$ cat config.mk
export PLATFORM = sky130hd
export DESIGN_NAME = seg_scan_display
export DESIGN_NICKNAME = d
export VERILOG_FILES = /design/src/rtl/seg_disp_pkg.sv /design/src/rtl/seg_disp_ctrl.sv /design/src/rtl/seg_disp_dp.sv /design/src/rtl/seg_scan_display.sv
export SDC_FILE = /design/constraint.sdc
export NUM_CORES = 1
export LEC_CHECK = 0
export BUFFER_PORTS_ARGS = -buffer_cell sky130_fd_sc_hd__buf_2
export CAP_MARGIN = 20
export CORE_MARGIN = 10
export CORE_UTILIZATION = 60
export CTS_CLUSTER_SIZE = 16
export DETAILED_ROUTE_END_ITERATION = 16
export HOLD_SLACK_MARGIN = 0.06
export PLACE_DENSITY = 0.8
export SETUP_SLACK_MARGIN = 0.05
export SLEW_MARGIN = 20
export SYNTH_ARGS = -nofsm -noshare
export SYNTH_HDL_FRONTEND = slang
export SYNTH_SLANG_ARGS = --single-unit
$ cat constraint.sdc
create_clock -name clk -period 11.11 [get_ports clk]
set_input_delay 0.5555 -clock clk [delete_from_list [all_inputs] [get_ports clk]]
set_output_delay 0.5555 -clock clk [all_outputs]
set_load 0.01 [all_outputs]
$ cat src/rtl/seg_disp_pkg.sv
package seg_disp_pkg;

  localparam int DATA_W     = 8;
  localparam int MAG_DIGITS = 3;
  localparam int BCD_W      = 4 * MAG_DIGITS;
  localparam int NUM_POS    = MAG_DIGITS + 1;
  localparam int POS_W      = $clog2(NUM_POS);

  localparam logic [POS_W-1:0] POS_UNITS = POS_W'(0);
  localparam logic [POS_W-1:0] POS_TENS  = POS_W'(1);
  localparam logic [POS_W-1:0] POS_HUNS  = POS_W'(2);
  localparam logic [POS_W-1:0] POS_SIGN  = POS_W'(3);

  localparam logic [6:0] SEG_BLANK = 7'h00;
  localparam logic [6:0] SEG_MINUS = 7'h40;

  // Strobes from control to datapath.
  typedef struct packed {
    logic             loadVal;
    logic [POS_W-1:0] scanPos;
  } disp_ctrl_t;

  // Shift-and-add-3 conversion of a binary value into packed BCD.
  function automatic logic [BCD_W-1:0] binToBcd(input logic [DATA_W-1:0] bin);
    logic [BCD_W+DATA_W-1:0] work;
    work = {{BCD_W{1'b0}}, bin};
    for (int s = 0; s < DATA_W; s++) begin
      for (int d = 0; d < MAG_DIGITS; d++) begin
        if (work[DATA_W+4*d +: 4] >= 4'd5)
          work[DATA_W+4*d +: 4] = work[DATA_W+4*d +: 4] + 4'd3;
      end
      work = work << 1;
    end
    return work[DATA_W +: BCD_W];
  endfunction

  // Active-high segments, bit 0 = a .. bit 6 = g.
  function automatic logic [6:0] segOf(input logic [3:0] dig);
    logic [6:0] pat;
    case (dig)
      4'd0:    pat = 7'h3F;
      4'd1:    pat = 7'h06;
      4'd2:    pat = 7'h5B;
      4'd3:    pat = 7'h4F;
      4'd4:    pat = 7'h66;
      4'd5:    pat = 7'h6D;
      4'd6:    pat = 7'h7D;
      4'd7:    pat = 7'h07;
      4'd8:    pat = 7'h7F;
      4'd9:    pat = 7'h6F;
      default: pat = SEG_BLANK;
    endcase
    return pat;
  endfunction

endpackage

$ cat src/rtl/seg_disp_ctrl.sv
module seg_disp_ctrl
  import seg_disp_pkg::*;
#(
  parameter int SCAN_DIV = 50000
) (
  input  logic       clk,
  input  logic       rstN,
  input  logic       loadEn,
  output disp_ctrl_t ctrl
);

  localparam int CNT_W = (SCAN_DIV > 1) ? $clog2(SCAN_DIV) : 1;
  localparam logic [CNT_W-1:0] CNT_LAST = CNT_W'(SCAN_DIV - 1);

  logic [CNT_W-1:0] prescaleCnt;
  logic [POS_W-1:0] scanPos;
  logic             stepPos;

  assign stepPos = (prescaleCnt == CNT_LAST);

  always_ff @(posedge clk or negedge rstN) begin
    if (!rstN) begin
      prescaleCnt <= '0;
      scanPos     <= POS_UNITS;
    end else if (stepPos) begin
      prescaleCnt <= '0;
      scanPos     <= (scanPos == POS_SIGN) ? POS_UNITS : scanPos + POS_W'(1);
    end else begin
      prescaleCnt <= prescaleCnt + CNT_W'(1);
    end
  end

  assign ctrl.loadVal = loadEn;
  assign ctrl.scanPos = scanPos;

  // the prescaler never leaves its range
  p_cnt_bound_r7: assert property (@(posedge clk) disable iff (!rstN)
    32'(prescaleCnt) < SCAN_DIV);

  // the position holds until the prescaler wraps
  p_pos_hold_r7: assert property (@(posedge clk) disable iff (!rstN)
    !stepPos |=> $stable(scanPos));

  // the scan order is units, tens, hundreds, sign, units
  p_pos_order_r6: assert property (@(posedge clk) disable iff (!rstN)
    stepPos |=> scanPos == POS_W'($past(scanPos) + POS_W'(1)));

endmodule

$ cat src/rtl/seg_disp_dp.sv
module seg_disp_dp
  import seg_disp_pkg::*;
(
  input  logic              clk,
  input  logic              rstN,
  input  disp_ctrl_t        ctrl,
  input  logic [DATA_W-1:0] busIn,
  input  logic              signedMode,
  output logic [6:0]        segOut,
  output logic [NUM_POS-1:0] digitSel
);

  logic [DATA_W-1:0] valReg;
  logic              isNeg;
  logic [DATA_W-1:0] magVal;
  logic [BCD_W-1:0]  bcdVal;

  always_ff @(posedge clk or negedge rstN) begin
    if (!rstN)
      valReg <= '0;
    else if (ctrl.loadVal)
      valReg <= busIn;
  end

  // Sign and magnitude follow the live mode input.
  assign isNeg  = signedMode & valReg[DATA_W-1];
  assign magVal = isNeg ? DATA_W'(~valReg + DATA_W'(1)) : valReg;
  assign bcdVal = binToBcd(magVal);

  always_comb begin
    case (ctrl.scanPos)
      POS_UNITS: segOut = segOf(bcdVal[3:0]);
      POS_TENS:  segOut = segOf(bcdVal[7:4]);
      POS_HUNS:  segOut = segOf(bcdVal[11:8]);
      default:   segOut = isNeg ? SEG_MINUS : SEG_BLANK;
    endcase
  end

  for (genvar p = 0; p < NUM_POS; p++) begin : g_sel
    assign digitSel[p] = (ctrl.scanPos == POS_W'(p));
  end

  // a strobed byte is captured
  p_load_r1: assert property (@(posedge clk) disable iff (!rstN)
    ctrl.loadVal |=> valReg == $past(busIn));

  // without the strobe the byte is kept
  p_hold_r1: assert property (@(posedge clk) disable iff (!rstN)
    !ctrl.loadVal |=> $stable(valReg));

  // the decimal digits are valid and add up to the magnitude
  p_bcd_exact_r3: assert property (@(posedge clk) disable iff (!rstN)
    (bcdVal[3:0] <= 4'd9) && (bcdVal[7:4] <= 4'd9) && (bcdVal[11:8] <= 4'd2) &&
    (10'(bcdVal[11:8]) * 10'd100 + 10'(bcdVal[7:4]) * 10'd10 + 10'(bcdVal[3:0])
      == 10'(magVal)));

  // a negative value shows a magnitude from 1 to 128
  p_neg_mag_r4: assert property (@(posedge clk) disable iff (!rstN)
    (signedMode && valReg[DATA_W-1]) |-> (magVal != '0) && (magVal <= DATA_W'(128)));

  // the sign position is blank unless the value is signed and negative
  p_sign_blank_r5: assert property (@(posedge clk) disable iff (!rstN)
    (digitSel[NUM_POS-1] && !(signedMode && valReg[DATA_W-1])) |-> segOut == SEG_BLANK);

  // exactly one position is selected
  p_onehot_r6: assert property (@(posedge clk) disable iff (!rstN)
    $countones(digitSel) == 1);

endmodule

$ cat src/rtl/seg_scan_display.sv
module seg_scan_display
  import seg_disp_pkg::*;
#(
  parameter int SCAN_DIV = 50000
) (
  input  logic       clk,
  input  logic       rstN,
  input  logic [7:0] busIn,
  input  logic       loadEn,
  input  logic       signedMode,
  output logic [6:0] segOut,
  output logic [3:0] digitSel
);

  disp_ctrl_t ctrlBus;

  seg_disp_ctrl #(.SCAN_DIV(SCAN_DIV)) u_ctrl (
    .clk    (clk),
    .rstN   (rstN),
    .loadEn (loadEn),
    .ctrl   (ctrlBus)
  );

  seg_disp_dp u_dp (
    .clk        (clk),
    .rstN       (rstN),
    .ctrl       (ctrlBus),
    .busIn      (busIn),
    .signedMode (signedMode),
    .segOut     (segOut),
    .digitSel   (digitSel)
  );

endmodule

==> results.toml <==
[synthesis]
post_synth_fa_ha_maj_area_fraction_pct = 11.5
synth_simple_gate_area_share_pct = 22.4
synth_instances = 335
synth_most_common_cell = "sky130_fd_sc_hd__nor2_1"
synthesis.area_um2 = 2830
synth_top_family_by_area = "compound AO/OA/AOI/OAI gates"
count_of_flip_flops_with_a_built_in_enable_after_synthesis = 0
synthDominantAreaCellType = "sky130_fd_sc_hd__dfrtp_1"
mappedNetlistNets = 373
synth-main-ff-cell = "sky130_fd_sc_hd__dfrtp_1"
post_synth_xor_area_fraction_pct = 6.19
ys_top_cells_by_count = "sky130_fd_sc_hd__nor2_1 (32), sky130_fd_sc_hd__dfrtp_1 (26), sky130_fd_sc_hd__ha_1 (26)"
syn-mean-instance-area_um2 = 8.44
synth.top_cells.by_area = "sky130_fd_sc_hd__dfrtp_1 (23%), sky130_fd_sc_hd__ha_1 (12%), sky130_fd_sc_hd__nor2_1 (4.2%)"
synth-seq-cells = 26
ys.warnings.count = 0
synth_compound_gate_area_share_pct = 22.6
synth_sequential_area_ratio_pct = 23.0
ys_types = 71
yosysTopAreaCellShare_pct = 23.0
yosys-mux-area-fraction_pct = 9.03
synth-async-reset-ratio_pct = 100

[timing]
timing.slew.headroom_pct = 60.9
holdWs_ps = 266
final_period_minus_worst_setup_slack_ps = 7850
setup_total_negative_slack_ps = 0
final-setup-viol-count = 0
setup_repair_after_global_routing_missed_its_margin = "no"
fin_worst_skew_ps = 2.73
final-hold-violation-count = 0
worst_slew_pin_tran_ps = 581
maxClockFrequency_mhz = 127
timing_max_transition_violations_final = 0
worst_slack_ps = 3260
final_worst_path_cycle_share_pct = 70.7

[worst_setup_path]
setup.worst_path.end_class = "output port"
crit_path_start = "u_dp.valReg[0]$_DFFE_PN0P_"
startpoint_type = "flip-flop"
critical_path_required_ps = 10550
critPathMaxFanout = 7
crit_path_top_delay_cell = "sky130_fd_sc_hd__dfrtp_1"
worst_reg2reg_path_startpoint = "u_ctrl.prescaleCnt[0]$_DFF_PN0_"
arrival_ps = 7290
worst_path_largest_cell_delay_ps = 470
timing.setup.critical_path_class = "flip-flop to output port"

[placement]
io_buffers = 22
dp_hpwl_um = 4670
dp_worst_setup_slack_ps = 3600
gp_congestion = 0.874

[clock_network]
root_buffer = "sky130_fd_sc_hd__clkbuf_8"
cts_tree = "yes"
worst_skew_pair.late_latency_ps = 260
post_cts_resize_count = 0
cts-hold-fix-buffers = 0
post-cts-setup-buffer-count = 0
cts_made_buffers = 3
clockBufferDepth = 2
clock-sinks = 26
htree_levels = 1
worst_path_clk_slew_ps = 80

[final_layout]
area_growth_syn_to_layout_pct = 5.62
post_route_cells_drive_above_1_share_pct = 16.9
antenna_diode_instance_count = 0
fin_nets = 389

[grt]
via_count_of_the_first_global_routing_pass = 2354
antenna_found_initial = 0
grt_util_all_layers_pct = 15.1
grt_first_pass_wirelength_um = 10100
grt_start_max_net_pins = 27
gr-total-overflow = 0

[power]
power-per-cell-area_nw_per_um2 = 249
sw_frac_of_total_pct = 48.8
internal-power_uw = 380
power.combinational.fraction_pct = 78.2
switchingPower_uw = 363
clock_power_share_pct = 7.8
p_leak_nw = 1.33
p_seq_share_pct = 14.0
vdd_drop_max_v = 0.000119

[detailed_routing]
detail_route.first_pass.iterations = 4
drc = 0
drt.antenna.violating_nets = 0
postRouteWirelength_um = 5820
vias = 2401
detailedRoute.firstIterationViolations = 138
drt-vias-per-instance = 5.97
routed_wire_length_per_instance_um = 14.5

[die]
die_height_um = 88.7
io-pin-count = 23
core.rowCount = 24
dieWidth_um = 88.7
die_area_um2 = 7860
core_region_area_um2 = 4440
floorplan.initialDensity_pct = 63.6

[run_status]
run_status = "completed"

[flow_run]
maxCapViolations = 0

[hold_path]
hold_path_class = "input port to asynchronous set/reset pin"
==> worst max-delay path, delay by kind of cell, from the launching register on <==
kind / cells / cell delay [ps]
compound gates: 7 / 1310
xor+xnor: 2 / 700
fa+ha+maj: 5 / 1210
buf+inv: 6 / 710
flops: 1 / 470
mux: 1 / 370
simple gates: 11 / 2270
==> kinds of logic after synthesis <==
kind of cell / count (synthesis)
compound gates: 88
buf+inv: 32
fa+ha+maj: 26
mux: 22
flops: 26
xor+xnor: 20
simple gates: 121
==> power groups by stage <==
stage                     clock (mW)  combinational, mW  sequential [mW]
after floorplan                    0              0.467            0.101
after global placement             0              0.568            0.105
after detailed placement           0              0.577            0.106
after CTS                     0.0599              0.581            0.104
after global routing          0.0638              0.645            0.105
final                         0.0580              0.581            0.104
==> cell type report <==
| class | count | area (µm²) |
|---|---|---|
| multi-input cells | 277 | 2030 |
| inverters | 21 | 78.8 |
| flip-flops and latches | 26 | 651 |
| well taps | 52 | 65.1 |
| fillers | 395 | 1460 |
| clock buffers | 4 | 55.1 |
| repair buffers | 22 | 110 |
==> through the flow <==
step           total power [mW]  std cells  utilization [%]  cell area, µm²
6_report                  0.743        402             67.2            2990
5_1_grt                   0.814        402             67.2            2990
4_1_cts                   0.745        402             67.2            2990
3_5_place_dp              0.683        398             66.0            2930
3_3_place_gp              0.674        398             66.0            2930
2_1_floorplan             0.568        335                -            2830
==> state kept, by name (all words and copies together) (netlist names) <==
register and cells:
u_ctrl.prescaleCnt 16, u_ctrl.scanPos 2, u_dp.valReg 8
==> layer usage <==
layer	vias to the layer above	share of wire, %	global-route usage, %
met5	-	0	0
met4	0	1.2	4.70
met1	1107	47	18.6
met3	7	1.4	1.01
met2	26	50	27.3
li1	1261	-	-
==> cells in the final DEF, fill, tap and decap left out, types with 3 or more instances in the layout <==
| master | synthesis | final |
|---|---|---|
| sky130_fd_sc_hd__nor2_1 | 32 | 32 |
| sky130_fd_sc_hd__ha_1 | 26 | 26 |
| sky130_fd_sc_hd__dfrtp_1 | 26 | 26 |
| sky130_fd_sc_hd__buf_2 | 3 | 22 |
| sky130_fd_sc_hd__nand2_1 | 21 | 21 |
| sky130_fd_sc_hd__inv_1 | 20 | 20 |
| sky130_fd_sc_hd__nand3_1 | 15 | 15 |
| sky130_fd_sc_hd__o21ai_0 | 13 | 13 |
| sky130_fd_sc_hd__xnor2_1 | 12 | 12 |
| sky130_fd_sc_hd__o211ai_1 | 12 | 12 |
| sky130_fd_sc_hd__a21oi_1 | 10 | 10 |
| sky130_fd_sc_hd__mux2_2 | 10 | 10 |
| sky130_fd_sc_hd__a31oi_1 | 9 | 9 |
| sky130_fd_sc_hd__mux2i_1 | 9 | 9 |
| sky130_fd_sc_hd__xor2_1 | 8 | 8 |
| sky130_fd_sc_hd__and3_1 | 8 | 8 |
| sky130_fd_sc_hd__nor3_1 | 6 | 6 |
| sky130_fd_sc_hd__nand4_1 | 6 | 6 |
| sky130_fd_sc_hd__nand2b_1 | 6 | 6 |
| sky130_fd_sc_hd__o21ai_1 | 6 | 6 |
| sky130_fd_sc_hd__and2_1 | 4 | 4 |
| sky130_fd_sc_hd__clkbuf_8 | 0 | 4 |
| sky130_fd_sc_hd__nor4b_1 | 3 | 3 |
| sky130_fd_sc_hd__nor2b_1 | 3 | 3 |
| sky130_fd_sc_hd__o21a_1 | 3 | 3 |
| sky130_fd_sc_hd__o22ai_1 | 3 | 3 |
==> path summary, 6_finish.rpt <==
kind | cells after the start | slack [ps] | endpoint
min in group clk | 1 | 490 | u_ctrl.prescaleCnt[0]$_DFF_PN0_
setup reg to reg | 5 | 9370 | u_ctrl.scanPos[1]$_DFFE_PN0N_
hold / removal | 1 | 270 | u_ctrl.prescaleCnt[3]$_DFF_PN0_
setup / recovery | 32 | 3260 | segOut[6]
max in group asynchronous | 1 | 10480 | u_ctrl.prescaleCnt[15]$_DFF_PN0_
hold reg to reg | 1 | 490 | u_ctrl.prescaleCnt[0]$_DFF_PN0_
(Power assumes the default switching activity.)
